==> src/rtl/clk_src_pkg.sv <==
package clk_src_pkg;
  localparam int unsigned DATA_W  = 16;
  localparam int unsigned MULT_W  = 4;
  localparam int unsigned COUNT_W = 8;
  localparam int unsigned K_W     = MULT_W + 1;
  localparam int unsigned D_W     = 3;

  // control register bit positions
  localparam int unsigned MULT_LSB  = 12;
  localparam int unsigned DIV_BIT   = 11;
  localparam int unsigned COUNT_LSB = 3;
  localparam int unsigned ON_BIT    = 2;
  localparam int unsigned MODE_BIT  = 1;

  typedef struct packed {
    logic [MULT_W-1:0] mult;
    logic              div;
    logic              on;
    logic              mode;
  } pll_cfg_t;
endpackage

==> src/rtl/clk_src_regs.sv <==
module clk_src_regs
  import clk_src_pkg::*;
#(
  parameter int unsigned ADDR_W    = 4,
  parameter int unsigned SEL_ADDR  = 0,
  parameter int unsigned CTRL_ADDR = 1
) (
  input  logic               clk_i,
  input  logic               rst_ni,
  input  logic [ADDR_W-1:0]  addr_i,
  input  logic               we_i,
  input  logic [DATA_W-1:0]  wdata_i,
  input  logic [COUNT_W-1:0] count_i,
  input  logic               stat_i,
  input  logic               act_analog_i,
  output logic [DATA_W-1:0]  rdata_o,
  output pll_cfg_t           cfg_o,
  output logic               sel_o,
  output logic               ctrl_wr_o,
  output logic               cfg_chg_o
);
  pll_cfg_t            cfg_q, cfg_new;
  logic                sel_q;
  logic [DATA_W-1:0]   rdata_q, sel_word, ctrl_word;
  logic                sel_wr;

  assign sel_wr    = we_i && (addr_i == ADDR_W'(SEL_ADDR));
  assign ctrl_wr_o = we_i && (addr_i == ADDR_W'(CTRL_ADDR));

  always_comb begin
    cfg_new.mult = wdata_i[MULT_LSB +: MULT_W];
    cfg_new.div  = wdata_i[DIV_BIT];
    cfg_new.on   = wdata_i[ON_BIT];
    cfg_new.mode = wdata_i[MODE_BIT];
  end

  assign cfg_chg_o = ctrl_wr_o &&
                     ((cfg_new.mult != cfg_q.mult) || (cfg_new.div != cfg_q.div) ||
                      (cfg_new.mode != cfg_q.mode));

  always_ff @(posedge clk_i or negedge rst_ni) begin
    if (!rst_ni) begin
      cfg_q <= '0;
      sel_q <= 1'b0;
    end else begin
      if (ctrl_wr_o) cfg_q <= cfg_new;
      if (sel_wr)    sel_q <= wdata_i[0];
    end
  end

  always_comb begin
    sel_word    = '0;
    sel_word[0] = sel_q;
    sel_word[1] = act_analog_i;
    sel_word[2] = ~act_analog_i;
    ctrl_word   = '0;
    ctrl_word[MULT_LSB +: MULT_W]   = cfg_q.mult;
    ctrl_word[DIV_BIT]              = cfg_q.div;
    ctrl_word[COUNT_LSB +: COUNT_W] = count_i;
    ctrl_word[ON_BIT]               = cfg_q.on;
    ctrl_word[MODE_BIT]             = cfg_q.mode;
    ctrl_word[0]                    = stat_i;
  end

  always_ff @(posedge clk_i or negedge rst_ni) begin
    if (!rst_ni) rdata_q <= '0;
    else if (addr_i == ADDR_W'(SEL_ADDR))  rdata_q <= sel_word;
    else if (addr_i == ADDR_W'(CTRL_ADDR)) rdata_q <= ctrl_word;
    else rdata_q <= '0;
  end

  assign rdata_o = rdata_q;
  assign cfg_o   = cfg_q;
  assign sel_o   = sel_q;
endmodule

==> src/rtl/clk_ratio_dec.sv <==
module clk_ratio_dec
  import clk_src_pkg::*;
(
  input  pll_cfg_t        cfg_i,
  output logic [K_W-1:0]  m_o,
  output logic [D_W-1:0]  d_o
);
  localparam logic [K_W-1:0] K_MAX = K_W'(1 << MULT_W);

  logic [K_W-1:0] k;
  logic           k_top;

  assign k     = K_W'(cfg_i.mult) + K_W'(1);
  assign k_top = (k == K_MAX);

  always_comb begin
    if (!cfg_i.mode) begin
      m_o = K_W'(1);
      d_o = k_top ? D_W'(4) : D_W'(2);
    end else if (!cfg_i.div) begin
      m_o = k_top ? K_W'(1) : k;
      d_o = D_W'(1);
    end else if (k[0]) begin
      m_o = k;
      d_o = D_W'(2);
    end else begin
      m_o = k - K_W'(1);
      d_o = D_W'(4);
    end
  end
endmodule

==> src/rtl/clk_lock_timer.sv <==
module clk_lock_timer
  import clk_src_pkg::*;
#(
  parameter int unsigned PRESCALE = 16
) (
  input  logic               clk_i,
  input  logic               rst_ni,
  input  logic               wr_i,
  input  logic [COUNT_W-1:0] wcount_i,
  input  logic               clr_i,
  input  logic               mode_i,
  output logic [COUNT_W-1:0] count_o,
  output logic               stat_o
);
  localparam int unsigned PRE_W = (PRESCALE > 1) ? $clog2(PRESCALE) : 1;

  logic [COUNT_W-1:0] count_q;
  logic               stat_q;
  logic               tick;
  logic               run;

  assign run = mode_i && !stat_q && (count_q != '0) && !wr_i;

  generate
    if (PRESCALE > 1) begin : g_pre
      logic [PRE_W-1:0] pre_q;
      always_ff @(posedge clk_i or negedge rst_ni) begin
        if (!rst_ni)                   pre_q <= '0;
        else if (wr_i || !run || tick) pre_q <= '0;
        else                           pre_q <= pre_q + PRE_W'(1);
      end
      assign tick = run && (pre_q == PRE_W'(PRESCALE - 1));
    end else begin : g_nopre
      assign tick = run;
    end
  endgenerate

  always_ff @(posedge clk_i or negedge rst_ni) begin
    if (!rst_ni) begin
      count_q <= '0;
      stat_q  <= 1'b0;
    end else if (wr_i) begin
      count_q <= wcount_i;
      if (clr_i) stat_q <= 1'b0;
    end else if (!mode_i) begin
      stat_q <= 1'b0;
    end else if (!stat_q) begin
      if (count_q == '0) stat_q  <= 1'b1;
      else if (tick)     count_q <= count_q - COUNT_W'(1);
    end
  end

  assign count_o = count_q;
  assign stat_o  = stat_q;
endmodule

==> src/rtl/clk_src_lock_ctrl.sv <==
module clk_src_lock_ctrl
  import clk_src_pkg::*;
#(
  parameter int unsigned ADDR_W    = 4,
  parameter int unsigned SEL_ADDR  = 0,
  parameter int unsigned CTRL_ADDR = 1,
  parameter int unsigned PRESCALE  = 16
) (
  input  logic              clk_i,
  input  logic              rst_ni,
  input  logic [ADDR_W-1:0] addr_i,
  input  logic              we_i,
  input  logic [15:0]       wdata_i,
  output logic [15:0]       rdata_o,
  output logic              src_sel_o,
  output logic              vco_en_o,
  output logic              lock_o,
  output logic [4:0]        ratio_m_o,
  output logic [2:0]        ratio_d_o
);
  pll_cfg_t           cfg;
  logic               sel_req, ctrl_wr, cfg_chg, stat, act_analog_q;
  logic [COUNT_W-1:0] lock_count;

  clk_src_regs #(
    .ADDR_W(ADDR_W), .SEL_ADDR(SEL_ADDR), .CTRL_ADDR(CTRL_ADDR)
  ) i_regs (
    .clk_i, .rst_ni, .addr_i, .we_i, .wdata_i,
    .count_i(lock_count), .stat_i(stat), .act_analog_i(act_analog_q),
    .rdata_o, .cfg_o(cfg), .sel_o(sel_req), .ctrl_wr_o(ctrl_wr), .cfg_chg_o(cfg_chg)
  );

  clk_lock_timer #(.PRESCALE(PRESCALE)) i_timer (
    .clk_i, .rst_ni, .wr_i(ctrl_wr),
    .wcount_i(wdata_i[COUNT_LSB +: COUNT_W]), .clr_i(cfg_chg),
    .mode_i(cfg.mode), .count_o(lock_count), .stat_o(stat)
  );

  clk_ratio_dec i_dec (.cfg_i(cfg), .m_o(ratio_m_o), .d_o(ratio_d_o));

  // source moves to analog only once locked
  always_ff @(posedge clk_i or negedge rst_ni) begin
    if (!rst_ni) act_analog_q <= 1'b0;
    else         act_analog_q <= sel_req && stat;
  end

  assign src_sel_o = act_analog_q;
  assign vco_en_o  = cfg.on || cfg.mode;
  assign lock_o    = stat;
endmodule

==> config.mk <==
export PLATFORM = sky130hd
export DESIGN_NAME = clk_src_lock_ctrl
export DESIGN_NICKNAME = d
export VERILOG_FILES = /design/src/rtl/clk_src_pkg.sv /design/src/rtl/clk_src_regs.sv /design/src/rtl/clk_ratio_dec.sv /design/src/rtl/clk_lock_timer.sv /design/src/rtl/clk_src_lock_ctrl.sv
export SDC_FILE = /design/constraint.sdc
export NUM_CORES = 1
export LEC_CHECK = 0
export BUFFER_PORTS_ARGS = -buffer_cell sky130_fd_sc_hd__buf_2
export CAP_MARGIN = 20
export CORE_UTILIZATION = 55
export CTS_BUF_LIST = sky130_fd_sc_hd__clkbuf_2 sky130_fd_sc_hd__clkbuf_4 sky130_fd_sc_hd__clkbuf_8
export CTS_CLUSTER_SIZE = 40
export DETAILED_ROUTE_END_ITERATION = 8
export PLACE_DENSITY_LB_ADDON = 0.25
export SLEW_MARGIN = 5
export SYNTH_ARGS = -nofsm -noshare
export SYNTH_HDL_FRONTEND = slang
export SYNTH_SLANG_ARGS = --single-unit
==> constraint.sdc <==
create_clock -name clk_i -period 2.6 [get_ports clk_i]
set_input_delay 0.65 -clock clk_i [delete_from_list [all_inputs] [get_ports clk_i]]
set_output_delay 0.65 -clock clk_i [all_outputs]
set_load 0.02 [all_outputs]
Word level (Yosys, flattened, before mapping)
Index checks and enable logic that the tools add are counted.
{ "totals": {"register_bits": 38, "input_bits": 23, "output_inout_bits": 27, "word_cells": 67} }
{ "classes": {"n_addsub": 4, "eq_ne": 9, "mux": 21, "n_bitwise": 1, "n_reduce_logical": 22} }
{ "op_table": {"columns": ["operator", "n"], "rows": [
  ["2-to-1 mux 8 bit", 5],
  ["2-to-1 mux 16 bit", 2],
  ["2-to-1 mux 5 bit", 4],
  ["2-to-1 mux 3 bit", 4],
  ["logical AND 1 bit", 8],
  ["logical NOT 8 bit", 1],
  ["nonzero test 8 bit", 1],
  ["subtractor 8 x 1 -> 8 bit, second input constant", 1],
  ["inequality test 2 bit, second input constant", 3],
  ["adder 4 x 1 -> 5 bit, second input constant", 1],
  ["equality test 5 bit, second input constant", 1],
  ["logical OR 1 bit", 5],
  ["2-to-1 mux 1 bit", 5],
  ["subtractor 5 x 1 -> 5 bit, second input constant", 1],
  ["adder 4 x 1 -> 4 bit, second input constant", 1],
  ["equality test 4 x 1 -> 1 bit, second input constant", 1],
  ["equality test 4 bit, second input constant", 1],
  ["logical NOT 4 bit", 1],
  ["2-to-1 mux 4 bit", 1],
  ["inequality test 4 bit", 1],
  ["AND reduction 4 bit", 1],
  ["nonzero test 2 bit", 2],
  ["logical NOT 1 bit", 3],
  ["inequality test 1 bit", 2],
  ["NOT 1 bit", 1]
]} }

Logic depth before layout (Yosys ltp)
{ "depth": {"word_depth": 10, "depth_mapped": 7, "ltp_nobuf": 7} }

Modules after synthesis
Synthesis repeated with hierarchy kept, for this count alone.
{ "hier_totals": {"cells_unflattened": 178, "area_unflattened_um2": 1934.4} }
{ "by_module_without_submodules": {"columns": ["mod", "n_inst", "cells_per_inst", "area_per_inst_um2", "seq_area_each_um2"], "rows": [
  ["clk_src_regs", 1, 64, 927.1, 600.6],
  ["clk_lock_timer", 1, 79, 748.2, 325.3],
  ["clk_ratio_dec", 1, 32, 221.5, 0.0],
  ["clk_src_lock_ctrl", 1, 3, 37.5, 25.0]
]} }

Worst setup path before layout
Ideal clock, no wire load.
{ "synth_path": {"path_type": "flip-flop to output port", "from": "reg i_regs.cfg_q, in the netlist i_regs.cfg_o[4]", "to": "out ratio_m_o[1]", "t_arrival_ns": 1.418, "required_ns": 1.950, "setup_slack_ns": 0.532, "stages_incl_launch_ff": 6, "n_path_buf": 0, "path_cell_list": "dfrtp_1 > ha_1 > and4_1 > nand3_1 > nand2b_1 > a31oi_1"} }
{ "synth_between": {"elab_chain_len": 5, "elab_cells_between_ends": 7, "cone_classes": "2 x add/sub; 1 x eq/ne; 4 x mux"} }
{ "synth_rtl": {"columns": ["item", "line_no", "source"], "rows": [
  ["from (decl)", "clk_src_regs.sv:22", "pll_cfg_t cfg_q, cfg_new;"],
  ["from (signal assigned)", "clk_src_regs.sv:46", "if (ctrl_wr_o) cfg_q <= cfg_new;"],
  ["adder 4 x 1 -> 5 bit (*)", "clk_ratio_dec.sv:13", "assign k = K_W'(cfg_i.mult) + K_W'(1);"],
  ["subtractor 5 x 1 -> 5 bit or equality test 5 bit (tied branches)", "clk_ratio_dec.sv:27, clk_ratio_dec.sv:14", null],
  ["2-to-1 mux 5 bit (on tied branches)", "clk_ratio_dec.sv:23, clk_ratio_dec.sv:21", null],
  ["2-to-1 mux 5 bit (*)", "clk_ratio_dec.sv:20", "end else if (!cfg_i.div) begin"],
  ["2-to-1 mux 5 bit (*)", "clk_ratio_dec.sv:17", "if (!cfg_i.mode) begin"],
  ["to (decl)", "clk_src_lock_ctrl.sv:18", "output logic [4:0] ratio_m_o,"]
]} }
Mark *: on every way between the ends. The rest lies on a longest branch, timed or not.

Worst setup path after layout
{ "layout_path": {"from": "reg i_regs.cfg_q, in the netlist i_regs.cfg_o[3]", "to": "out ratio_m_o[3]"} }
The elaborated chain is that of the path after synthesis.

==> results.toml <==
[final_layout]
area_growth_pct = 23.6
fillers = 213
antenna_cells = 0
regArea_um2 = 953
drive_above_1_share = 0.363
num-nets-final = 253
layoutNonFillerInstCount = 270
multi_input_area_um2 = 866

[sta]
finalMaxSlewViolations = 0
setup_tns_ps = 0
setup_viol = 0
worst_pin_slew_ps = 797
finalCriticalPeriod_ps = 2430
finalCritPeriodShare = 0.936
finClkSkew_ps = 4.57
holdWs_ps = 369
relSlewSlack = 0.468
fmax_mhz = 411
hold_viol_final = 0
rsz0062_at_grt = "no"

[worst_setup_path]
worstSetupEndpointType = "primary output"
crit_start = "i_regs.cfg_o[3]"
crit_path_end = "ratio_m_o[3]"
critical_path.startpoint_type = "flop"
cp_slowest_cell = "dfrtp_2"
reg2reg_depth = 7
r2r_end = "i_timer.count_o[1]"
crit_fanout = 6
worstPathRequired_ps = 1950
r2r_slack_ps = 630
r2r-start = "i_timer.count_o[0]"
crit_path_max_incr_delay_ps = 460
crit_arrival_ps = 1780
crit_chain = "ha_2 -> xor2_1 -> nor3_2 -> xnor2_1 -> and2_1 -> buf_2"
crit_type = "flop to primary output"

[synth]
yosysTopAreaCellShare = 0.514
synth_area_um2 = 1850
synth_cell_types = 39
syn-instance-count = 170
synth-async-reset-ratio = 1.00
synth_edf_count = 0
synth_nets = 198
yosysMostFrequentCell = "dfrtp_1"
yosysSeqAreaShare = 0.514
synth_largest_area_cell = "dfrtp_1"
ys_top_cells_by_count = "dfrtp_1, nor2_1, and2_1"
avgSynthCellArea_um2 = 10.9
synth_area_leaders = "dfrtp_1, mux2_2, and2_1"
yosys_warnings = 0
synth-main-ff-cell = "dfrtp_1"
ys_seq_elements = 38

[detailed_routing]
routed-via-count = 1420
routed_wl_um = 3540
vias_per_cell = 5.26
wire_per_inst_um = 13.1
drc = 0
drtIter0Drc = 34
firstDrtPassIters = 4
ant_nets = 0

[status]
status = "completed"

[global_route]
grt_pass1_wl_um = 5750
grt_antenna_before_repair = 0
overflow = 0
gr-usage-all-layers = 0.221
grt_max_degree = 39
grt_pass1_vias = 1336

[die]
die_area_um2 = 3600
io_pins = 50
die_x_um = 60.0
fp.dieH_um = 60.0
start_util = 0.592
fp-row-count = 20
core_um2 = 3130

[cts]
clkSinkCount = 38
clk_pin_slew_ps = 110
clockRootBuffer = "clkbuf_4"
clk_latency_ps = 350
htreeDepth = 2
cts_tree = "built"
cts_hold_buf = 0
cts_buffers = 5
cts_buffer_depth = 2

[power]
finalPower_uw = 1660
power.density_nw_per_um2 = 724
irDropWorstVdd_uv = 472
power_leakage_uw = 0.00114

[placed_design]
dpl.hpwl_um = 2430
dp_cells = 258
io_buffers = 49
gp_congestion = 0.824

[flow_run]
max_cap_viol_count = 0

[worst_hold_path]
hp-class = "input pin to async pin"
## power by group
group / switching (µW) / internal (µW) / total, µW
Sequential: 97.2 / 662 / 760
Clock: 194 / 326 / 519
Combinational: 196 / 182 / 378
Total: 487 / 1170 / 1660
## worst max-delay path, delay by kind of cell (launching register included)
family | cells | cell delay, ps
and+or+nand+nor | 2 | 320
adders and majority gates | 1 | 230
xor gates and xnor gates | 2 | 280
buffers and inverters | 1 | 150
DFF | 1 | 460
## cells in the final DEF, fill, tap and decap left out, types with 7 or more instances in the layout
| cell | count |
|---|---|
| buf_2 | 49 |
| a21oi_1 | 7 |
| dfrtp_1 | 36 |
| nand3_1 | 7 |
| xor2_1 | 10 |
| nor2_1 | 16 |
| and2_1 | 15 |
| mux2_2 | 9 |
| xnor2_1 | 8 |
## repair_timing
action	CTS	global route
resized for setup	2	2
endpoints found under the setup margin	1	4
cloned	0	0
buffers inserted	0	4
## flip-flops by register name, summed over array words and instances, names as in the netlist
signal	count
i_regs.cfg_o	7
i_regs.rdata_o	16
i_regs.sel_o	1
i_timer.count_o	8
i_timer.g_pre.pre_q	4
i_timer.stat_o	1
src_sel_o	1
## layer usage
layer	track usage	wire length, µm	up-vias
met4	0.0698	60	0
met1	0.285	1610	668
met3	0.0736	209	7
li1	-	-	695
met5	0	0	-
met2	0.352	1660	50
## how the worst min path moves through the flow
stage                                   to  slack, ps              startpoint
floorplan                  i_regs.cfg_o[0]        350                  rst_ni
global placement    i_timer.g_pre.pre_q[0]        440  i_timer.g_pre.pre_q[0]
detailed placement  i_timer.g_pre.pre_q[0]        470  i_timer.g_pre.pre_q[0]
CTS                      i_regs.rdata_o[4]        400                  rst_ni
global route            i_regs.rdata_o[12]        420                  rst_ni
finish                  i_regs.rdata_o[12]        370                  rst_ni
## stage by stage
| stage | setup WS, ps | cell area [µm²] | util |
|---|---|---|---|
| final | 167 | 2290 | 0.731 |
| after global routing | 48.0 | 2290 | 0.731 |
| after CTS | 50.1 | 2250 | 0.720 |
| after detailed placement | 336 | 2140 | 0.683 |
| after global placement | 432 | 2140 | 0.683 |
| after floorplan | 532 | 1850 | - |
## area by class of cell
cell class,count,area share
inverter,5,0.00821
timing repair buffer,54,0.124
clock inverter,2,0.0263
tap,44,0.0241
sequential,38,0.417
multi-input combinational,121,0.379
clock buffer,6,0.0224
## logic make-up (layout without fill, tap and decap cells)
family / Yosys count / count (layout) / share of synthesized area
fa+ha+maj: 5 / 5 / 0.0338
flops: 38 / 38 / 0.514
xor+xnor: 18 / 18 / 0.0852
mux: 10 / 10 / 0.0602
buf+inv: 11 / 67 / 0.0223
compound gates: 19 / 19 / 0.0649
simple gates: 69 / 69 / 0.220
Power figures use the tool's default switching activity.
